### config.mk
export PLATFORM = sky130hd
export DESIGN_NAME = lane_ulp_seq
export DESIGN_NICKNAME = d
export VERILOG_FILES = /design/src/rtl/ulpm_pkg.sv /design/src/rtl/ulpm_wait_timer.sv /design/src/rtl/ulpm_lane_eval.sv /design/src/rtl/lane_ulp_seq.sv
export SDC_FILE = /design/constraint.sdc
export NUM_CORES = 1
export LEC_CHECK = 0
export ABC_AREA = 1
export CAP_MARGIN = 20
export CORE_MARGIN = 5
export CORE_UTILIZATION = 40
export DETAILED_ROUTE_END_ITERATION = 10
export PLACE_DENSITY = 0.71
export SLEW_MARGIN = 10
export SYNTH_ARGS = -nofsm -noshare
export SYNTH_HDL_FRONTEND = slang
export SYNTH_SLANG_ARGS = --single-unit
### constraint.sdc
create_clock -name clk -period 2.35 [get_ports clk]
set_input_delay 0.47 -clock clk [delete_from_list [all_inputs] [get_ports clk]]
set_output_delay 0.47 -clock clk [all_outputs]
set_load 0.02 [all_outputs]
### src/rtl/ulpm_pkg.sv
package ulpm_pkg;

    typedef enum logic [1:0] {
        LS_START = 2'd0,
        LS_IDLE  = 2'd1,
        LS_WRITE = 2'd2,
        LS_ULPM  = 2'd3
    } lane_st_e;

    typedef enum logic [1:0] {
        OP_ENTER     = 2'd0,
        OP_EXIT      = 2'd1,
        OP_LINK_UP   = 2'd2,
        OP_LINK_DOWN = 2'd3
    } seq_op_e;

    typedef enum logic [2:0] {
        S_IDLE,
        S_QUIET,
        S_CHECK,
        S_DWAIT,
        S_CWAIT,
        S_RESTORE,
        S_LINK_OFF,
        S_DONE
    } seq_st_e;

    localparam int          WAKE_W   = 9;
    localparam logic [WAKE_W-1:0] WAKE_VAL = 9'h1FF;

    function automatic lane_st_e goal_state(input logic to_ulpm);
        return to_ulpm ? LS_ULPM : LS_IDLE;
    endfunction

    function automatic logic lane_ok(input logic active, input logic [1:0] st,
                                     input logic to_ulpm);
        return !active || (st == goal_state(to_ulpm));
    endfunction

endpackage

### src/rtl/ulpm_wait_timer.sv
module ulpm_wait_timer #(
    parameter int TICK_DIV  = 125000,
    parameter int MAX_RETRY = 10
) (
    input  logic clk,
    input  logic rst,
    input  logic restart,
    input  logic run,
    output logic sample,
    output logic expire
);
    localparam int CW = (TICK_DIV > 1) ? $clog2(TICK_DIV) : 1;
    localparam int RW = $clog2(MAX_RETRY + 1);

    logic [CW-1:0] cnt;
    logic [RW-1:0] retry;
    logic          fresh;
    logic          tick;

    assign tick   = run && (cnt == CW'(TICK_DIV - 1));
    assign expire = tick && (retry == RW'(MAX_RETRY - 1));
    assign sample = run && (fresh || tick);

    always_ff @(posedge clk) begin
        if (rst) begin
            cnt   <= '0;
            retry <= '0;
            fresh <= 1'b0;
        end else if (restart) begin
            cnt   <= '0;
            retry <= '0;
            fresh <= 1'b1;
        end else if (run) begin
            fresh <= 1'b0;
            if (tick) begin
                cnt   <= '0;
                retry <= retry + 1'b1;
            end else begin
                cnt <= cnt + 1'b1;
            end
        end
    end

    p_retry_bound_r5: assert property (@(posedge clk) disable iff (rst)
        run |-> (retry < RW'(MAX_RETRY)));

endmodule

### src/rtl/ulpm_lane_eval.sv
module ulpm_lane_eval
    import ulpm_pkg::*;
#(
    parameter int N_DATA = 2
) (
    input  logic [N_DATA-1:0][1:0] data_st,
    input  logic [N_DATA-1:0]      data_act,
    input  logic [1:0]             clk_st,
    input  logic                   clk_act,
    input  logic                   to_ulpm,
    output logic                   data_ok,
    output logic                   clk_ok,
    output logic                   any_ulpm
);
    logic [N_DATA-1:0] ok_v;
    logic [N_DATA-1:0] lp_v;

    generate
        for (genvar g = 0; g < N_DATA; g++) begin : g_lane
            assign ok_v[g] = lane_ok(data_act[g], data_st[g], to_ulpm);
            assign lp_v[g] = (data_st[g] == LS_ULPM);
        end
    endgenerate

    assign data_ok  = &ok_v;
    assign clk_ok   = lane_ok(clk_act, clk_st, to_ulpm);
    assign any_ulpm = (|lp_v) || (clk_st == LS_ULPM);

endmodule

### src/rtl/lane_ulp_seq.sv
module lane_ulp_seq
    import ulpm_pkg::*;
#(
    parameter int TICK_DIV  = 125000,
    parameter int MAX_RETRY = 10
) (
    input  logic        clk,
    input  logic        rst,
    input  logic        cmd_valid,
    input  logic [1:0]  cmd_op,
    input  logic        suspend,
    input  logic        two_lanes,
    input  logic [2:0]  lane_en,
    input  logic        link_idle,
    input  logic [1:0]  clk_lane_st,
    input  logic [1:0]  dat1_lane_st,
    input  logic [1:0]  dat2_lane_st,
    output logic        clk_ulpm_req,
    output logic        dat1_ulpm_req,
    output logic        dat2_ulpm_req,
    output logic        hs_clk_sel,
    output logic        link_en,
    output logic [8:0]  clk_wake_time,
    output logic [8:0]  dat_wake_time,
    output logic        busy,
    output logic        done,
    output logic        timeout
);
    localparam int N_DATA = 2;

    seq_st_e            st;
    seq_op_e            op_q;
    logic               to_ulpm;
    logic [N_DATA-1:0]  dreq;
    logic               creq;
    logic               hs_q;
    logic               len_q;
    logic               tmo_q;

    logic [N_DATA-1:0]  data_act;
    logic               data_ok, clk_ok, any_ulpm;
    logic               sample, expire, restart, run;
    logic               leave_d, leave_c;
    logic [N_DATA-1:0][1:0] dstat;

    assign data_act = {lane_en[2] & two_lanes, lane_en[1]};
    assign dstat    = {dat2_lane_st, dat1_lane_st};

    ulpm_lane_eval #(.N_DATA(N_DATA)) u_eval (
        .data_st  (dstat),
        .data_act (data_act),
        .clk_st   (clk_lane_st),
        .clk_act  (lane_en[0]),
        .to_ulpm  (to_ulpm),
        .data_ok  (data_ok),
        .clk_ok   (clk_ok),
        .any_ulpm (any_ulpm)
    );

    assign run     = (st == S_DWAIT) || (st == S_CWAIT);
    assign leave_d = (st == S_DWAIT) && ((sample && data_ok) || expire);
    assign leave_c = (st == S_CWAIT) && ((sample && clk_ok) || expire);

    always_comb begin
        restart = 1'b0;
        case (st)
            S_IDLE:  restart = cmd_valid && (cmd_op == OP_ENTER || cmd_op == OP_EXIT);
            S_CHECK: restart = any_ulpm;
            S_QUIET: restart = link_idle && suspend;
            S_DWAIT: restart = leave_d;
            default: restart = 1'b0;
        endcase
    end

    ulpm_wait_timer #(.TICK_DIV(TICK_DIV), .MAX_RETRY(MAX_RETRY)) u_timer (
        .clk     (clk),
        .rst     (rst),
        .restart (restart),
        .run     (run),
        .sample  (sample),
        .expire  (expire)
    );

    always_ff @(posedge clk) begin
        if (rst) begin
            st      <= S_IDLE;
            op_q    <= OP_ENTER;
            to_ulpm <= 1'b0;
            dreq    <= '0;
            creq    <= 1'b0;
            hs_q    <= 1'b0;
            len_q   <= 1'b0;
            tmo_q   <= 1'b0;
        end else begin
            case (st)
                S_IDLE: begin
                    if (cmd_valid) begin
                        tmo_q <= 1'b0;
                        op_q  <= seq_op_e'(cmd_op);
                        case (seq_op_e'(cmd_op))
                            OP_ENTER: begin
                                to_ulpm <= 1'b1;
                                dreq    <= data_act;
                                st      <= S_DWAIT;
                            end
                            OP_EXIT: begin
                                to_ulpm <= 1'b0;
                                dreq    <= '0;
                                st      <= S_DWAIT;
                            end
                            OP_LINK_UP: begin
                                len_q <= 1'b1;
                                st    <= S_CHECK;
                            end
                            default: st <= S_QUIET;
                        endcase
                    end
                end
                S_CHECK: begin
                    if (any_ulpm) begin
                        hs_q    <= 1'b1;
                        to_ulpm <= 1'b0;
                        dreq    <= '0;
                        st      <= S_DWAIT;
                    end else begin
                        st <= S_DONE;
                    end
                end
                S_QUIET: begin
                    if (link_idle) begin
                        if (suspend) begin
                            to_ulpm <= 1'b1;
                            dreq    <= data_act;
                            st      <= S_DWAIT;
                        end else begin
                            st <= S_LINK_OFF;
                        end
                    end
                end
                S_DWAIT: begin
                    if (leave_d) begin
                        if (expire && !data_ok) tmo_q <= 1'b1;
                        creq <= to_ulpm & lane_en[0];
                        st   <= S_CWAIT;
                    end
                end
                S_CWAIT: begin
                    if (leave_c) begin
                        if (expire && !clk_ok) tmo_q <= 1'b1;
                        case (op_q)
                            OP_LINK_UP:   st <= S_RESTORE;
                            OP_LINK_DOWN: st <= S_LINK_OFF;
                            default:      st <= S_DONE;
                        endcase
                    end
                end
                S_RESTORE: begin
                    hs_q <= 1'b0;
                    st   <= S_DONE;
                end
                S_LINK_OFF: begin
                    len_q <= 1'b0;
                    st    <= S_DONE;
                end
                default: st <= S_IDLE;
            endcase
        end
    end

    assign dat1_ulpm_req = dreq[0];
    assign dat2_ulpm_req = dreq[1];
    assign clk_ulpm_req  = creq;
    assign hs_clk_sel    = hs_q;
    assign link_en       = len_q;
    assign timeout       = tmo_q;
    assign busy          = (st != S_IDLE);
    assign done          = (st == S_DONE);
    assign clk_wake_time = WAKE_VAL;
    assign dat_wake_time = WAKE_VAL;

    // clock request rises only once the active data lanes reached low power
    p_clk_after_data_r2: assert property (@(posedge clk) disable iff (rst)
        $rose(clk_ulpm_req) |-> (timeout ||
            ((!dat1_ulpm_req || $past(dat1_lane_st) == LS_ULPM) &&
             (!dat2_ulpm_req || $past(dat2_lane_st) == LS_ULPM))));

    p_d2_two_r3: assert property (@(posedge clk) disable iff (rst)
        $rose(dat2_ulpm_req) |-> $past(two_lanes));

    p_exit_order_r4: assert property (@(posedge clk) disable iff (rst)
        $fell(clk_ulpm_req) |-> (!dat1_ulpm_req && !dat2_ulpm_req));

    p_hs_link_r6: assert property (@(posedge clk) disable iff (rst)
        hs_clk_sel |-> link_en);

    p_hs_restore_r6: assert property (@(posedge clk) disable iff (rst)
        $fell(hs_clk_sel) |-> (!clk_ulpm_req && !dat1_ulpm_req && !dat2_ulpm_req));

    p_busy_hold_r8: assert property (@(posedge clk) disable iff (rst)
        (busy && !done && cmd_valid) |=> busy);

    p_done_pulse_r9: assert property (@(posedge clk) disable iff (rst)
        done |=> (!done && !busy));

    p_clk_en_r10: assert property (@(posedge clk) disable iff (rst)
        $rose(clk_ulpm_req) |-> $past(lane_en[0]));

endmodule

Yosys cells after proc, flatten, opt, wreduce, memory -nomap -nowiden

Cells that the tools add are included.

Bits in registers: 34
Output and inout bits: 26
Logic and storage cells: 127

$add $sub $neg: 2
Eq/ne operators: 29
Muxes and demuxes: 37
Bitwise gates (word level): 2
Reductions and logical operators: 46

Operators by type and width:

| operator                                                         | number |
|---|---|
| 3-bit two-way mux                                                | 6 |
| 3-bit one-hot mux with 6 select lines                            | 1 |
| 17-bit by 1-bit adder with 17-bit output (second input constant) | 1 |
| 17-bit == test (second input constant)                           | 1 |
| 17-bit two-way mux                                               | 1 |
| 1-bit two-way mux                                                | 14 |
| 2-bit == test (second input constant)                            | 6 |
| 3-bit == test (second input constant)                            | 4 |
| 2-bit != test (second input constant)                            | 6 |
| 2-bit one-hot mux with 2 select lines                            | 3 |
| 6-bit AND reduction                                              | 2 |
| 1-bit logical AND                                                | 11 |
| 2-bit two-way mux                                                | 5 |
| 2-bit AND reduction                                              | 5 |
| 1-bit logical OR                                                 | 9 |
| 3-bit nonzero test                                               | 3 |
| 2-bit OR reduction                                               | 4 |
| 2-bit == test                                                    | 3 |
| 3-bit by 2-bit == test with 1-bit output (second input constant) | 2 |
| 2-bit by 1-bit != test with 1-bit output (second input constant) | 3 |
| 1-bit one-hot mux with 2 select lines                            | 3 |
| 1-bit one-hot mux with 3 select lines                            | 2 |
| 2-bit one-hot mux with 3 select lines                            | 1 |
| 2-bit nonzero test                                               | 3 |
| other kinds (12)                                                 | 17 |

Depth between registers and ports, before layout

Depth after elaboration: 10
Depth in mapped cells: 13
Depth with buffers taken out: 13

Cells and area by module

A second synthesis with hierarchy kept.

Cell total of the unflattened synthesis: 357
Area, all modules: 2270.9 sq um

By module, submodules not included:

| module          | times used | cells an instance | area each (sq um) |
|---|---|---|---|
| ulpm_wait_timer | 1          | 186               | 1243.7 |
| lane_ulp_seq    | 1          | 150               | 943.4 |
| ulpm_lane_eval  | 1          | 21                | 83.8 |

Worst setup path before layout

Ideal clock, no wire load.

Kind: reg-to-reg
From: register u_timer.cnt[0]
To: register u_timer.retry[2]
Library setup time: 114 ps
Arrival time: 1481 ps
Data required time: 2236 ps
Slack: 755 ps
Cell stages (with the launch flop): 11
Buffers on the path: 0
Period minus slack after synthesis: 1595 ps
Path through: dfxtp_1 ha_1 nand2_1 clkinv_1 nand3_1 nor3_1 nand3_4 inv_2 nand2_1 xor2_1 nor2_1

Cells in the longest elaborated chain, start to end: 9
Elaborated cells between the ends (all ways): 11

RTL lines:

| item                                  | RTL line              | source |
|---|---|---|
| from (decl)                           | ulpm_wait_timer.sv:15 | `logic [CW-1:0] cnt;` |
| from (signal assigned)                | ulpm_wait_timer.sv:39 | `cnt <= cnt + 1'b1;` |
| 17-bit == test (*)                    | ulpm_wait_timer.sv:20 | `assign tick = run && (cnt == CW'(TICK_DIV - 1));` |
| 1-bit logical AND (*)                 | ulpm_wait_timer.sv:20 |  |
| 1-bit logical OR                      | ulpm_wait_timer.sv:22 | `assign sample = run && (fresh \|\| tick);` |
| 1-bit logical AND                     | ulpm_wait_timer.sv:22 |  |
| 1-bit logical AND                     | lane_ulp_seq.sv:61    | `assign leave_d = (st == S_DWAIT) && ((sample && data_ok) \|\| expire);` |
| 1-bit logical OR                      | lane_ulp_seq.sv:61    |  |
| 1-bit logical AND                     | lane_ulp_seq.sv:61    |  |
| 1-bit one-hot mux with 4 select lines | lane_ulp_seq.sv:66    | `case (st)` |
| 2-bit OR reduction (no line)          | -                     |  |
| to (signal assigned)                  | ulpm_wait_timer.sv:37 | `retry <= retry + 1'b1;` |
| to (decl)                             | ulpm_wait_timer.sv:16 | `logic [RW-1:0] retry;` |

Mark *: on every way between the ends. The rest lies on a longest branch, timed or not.
A chain may end at the register's enable or synchronous reset.

Worst setup path after layout

From: register st[2]
To: output done

Cells in the longest elaborated chain, start to end: 1

RTL lines:

| item                   | RTL line            | source |
|---|---|---|
| from (decl)            | lane_ulp_seq.sv:31  | `seq_st_e st;` |
| from (signal assigned) | lane_ulp_seq.sv:86  | `st <= S_IDLE;` |
| from (signal assigned) | lane_ulp_seq.sv:104 | `st <= S_DWAIT;` |
| from (signal assigned) | lane_ulp_seq.sv:109 | `st <= S_DWAIT;` |
| 3-bit == test          | lane_ulp_seq.sv:177 | `assign done = (st == S_DONE);` |
| to (decl)              | lane_ulp_seq.sv:26  | `output logic done,` |

Every way passes these cells.

==> qor.yml <==
clocking:
  cts_setup_buffers: 0
  cts.path.max_buffers: 2
  htree_num_levels: 2
  cts_resized: 0
  clk_latency_ns: 0.29
  cts_made_buffers: 5
  clock-sinks: 34
  clockRootBuffer: "clkbuf_8"
  cts.clk_slew.worst_paths_ns: 0.06
  cts_tree: "done"
  hold_buffers: 0
synth:
  yosys.area.top_type_share_pct: 30.3
  syn_avg_cell_area_um2: 6.74
  ys_seq_elements: 34
  synth.largest_area_cell: "dfxtp_1"
  syn-cell-area_mm2: 0.00224
  ys_seq_area_share_pct: 30.3
  synth_cells: 333
  yosysWarnings: 0
  synthTopCellsByArea: "dfxtp_1 (30%), nand2_1 (12%), nor2_1 (8.5%)"
  yosysUniqueCellTypes: 35
sta:
  maxSlewViolCount: 0
  timing.fmax_mhz: 465
  min_period_over_period_pct: 91.5
  setup_violations: 0
  holdWs_ns: 0.445
  finalHoldViolCount: 0
  period_minus_slack_ns: 2.15
  fin_skew_ns: 0.0123
  fin_ws_ns: 0.201
  rsz0062_at_grt: "no"
  finalSetupTns_ns: 0
floorplan:
  placeableCoreArea_mm2: 0.00547
  ios: 43
  num_rows: 27
  initial_core_util_pct: 41.0
  die_y_um: 84.9
  fp.dieW_um: 84.9
  die-area_mm2: 0.00721
global_route:
  grt_use_total_pct: 13.7
  grt_overflow: 0
  grt_max_degree: 22
  grt_pass1_wl_um: 8140
  antenna_found_initial: 0
  grt_pass1_vias: 1998
detailed_routing:
  drc: 0
  vias: 2039
  wl_um: 4670
  dr.pass1.iters: 4
  drtAntennaViolNets: 0
  drtIter0Drc: 83
  via_per_inst: 4.71
  wl_per_cell_um: 10.8
layout:
  final_common_cell: "nand2_1"
  final_util_pct: 46.6
  drive_gt1_share_pct: 9.97
  diodes: 0
  syn_to_final_growth_pct: 13.7
  n_fill_cell: 587
  stdcell_area_mm2: 0.00255
  final_cell_count_no_fill: 433
  final_nets: 381
  most-common-layout-cells: "nand2_1 (72), nor2_1 (51), inv_1 (40), dfxtp_1 (34), clkdlybuf4s50_1 (24)"
worst_setup_path:
  slowest_delay_ns: 0.64
  crit_path_start_kind: "flop"
  end_kind: "output pin"
  path_cells: "inv_2 -> nor2_1 -> clkdlybuf4s50_1"
  cp.depth: 3
  path_buf_inv: 2
  reg2regPathDepth: 10
  crit_family: "buffers and inverters"
  arrival_ns: 1.68
  path_class: "flop to output pin"
  crit_slowest_cell: "clkdlybuf4s50_1"
  critical_path_required_ns: 1.88
  cp_max_fo: 7
place:
  placed_area_mm2: 0.00247
  hpwl_um: 3680
  port_buffers: 24
  dp_worst_setup_slack_ns: 0.231
  placed_cells: 426
  gp_congestion: 0.878
run_status:
  outcome: "complete, no violations"
pwr:
  pwr_density_cell_mw_per_mm2: 756
  power_mw: 1.93
  vdd_drop_max_mv: 0.487
  cellLeakagePower_nw: 1.08
hold_path:
  hold_class: "flop to flop"
  hold_depth: 2
run:
  max_cap_viol_count: 0
tightest hold or removal path, cell delays in order (launching register included):
cell	delay, ns
dfxtp_1	0.31
inv_1	0.04
a21oi_1	0.05
Yosys cell counts, drive strengths merged:
library cell / n
ha: 3
nor4: 2
nand3: 27
or2: 3
nand4: 4
o21ai: 16
inv: 43
buf: 21
a21oi: 15
nor3: 18
nor2: 53
nor3b: 2
dfxtp: 34
conb: 1
nand2: 79
xor2: 6
o22ai: 1
o2111ai: 1
nand3b: 1
a22oi: 1
clkinv: 1
a31oi: 1
final cells by class:
| class | instances | area [µm²] | area share [%] |
|---|---|---|---|
| multi-input cells | 251 | 1290 | 50.4 |
| well taps | 72 | 90.1 | 3.53 |
| flip-flops and latches | 34 | 681 | 26.7 |
| repair buffers | 25 | 248 | 9.71 |
| clock inverters | 2 | 10.0 | 0.392 |
| clock buffers | 5 | 68.8 | 2.70 |
| inverters | 44 | 168 | 6.57 |
sequential cells by signal (all words and copies together) (netlist names):
signal,cells
u_timer.cnt,17
u_timer.retry,4
st,3
dreq,2
op_q,2
clk_ulpm_req,1
hs_clk_sel,1
link_en,1
timeout,1
to_ulpm,1
u_timer.fresh,1
kinds of logic after synthesis:
kind of cell / after synthesis / synth area share, %
and+or+nand+nor: 189 / 42.1
buffers and inverters: 65 / 15.2
AOI/OAI and AO/OA: 35 / 8.19
DFF: 34 / 30.3
xor gates and xnor gates: 6 / 2.34
adders and majority gates: 3 / 1.67
other: 1 / 0.167
metal layers:
layer / track usage, % / part of all wire (%) / vias up
met3: 4.95 / 6.6 / 11
met4: 6.76 / 2.2 / 0
met1: 15.3 / 46 / 888
met2: 22.8 / 45 / 59
li1: - / - / 1081
met5: 0 / 0 / -
path summary, 6_finish.rpt:
kind                            slack, ns    start        endpoint
worst min register to register       0.44  timeout         timeout
worst min-delay path                 0.44  timeout         timeout
worst max-delay path                 0.20    st[2]            done
worst max register to register       0.41    st[1]  u_timer.cnt[2]
report_power, final:
group          internal [mW]  total [mW]  switching [mW]
clock network          0.199       0.409           0.210
registers              0.652       0.717          0.0655
logic                  0.269       0.804           0.534
No activity file was read; power rests on OpenSTA's default activity.
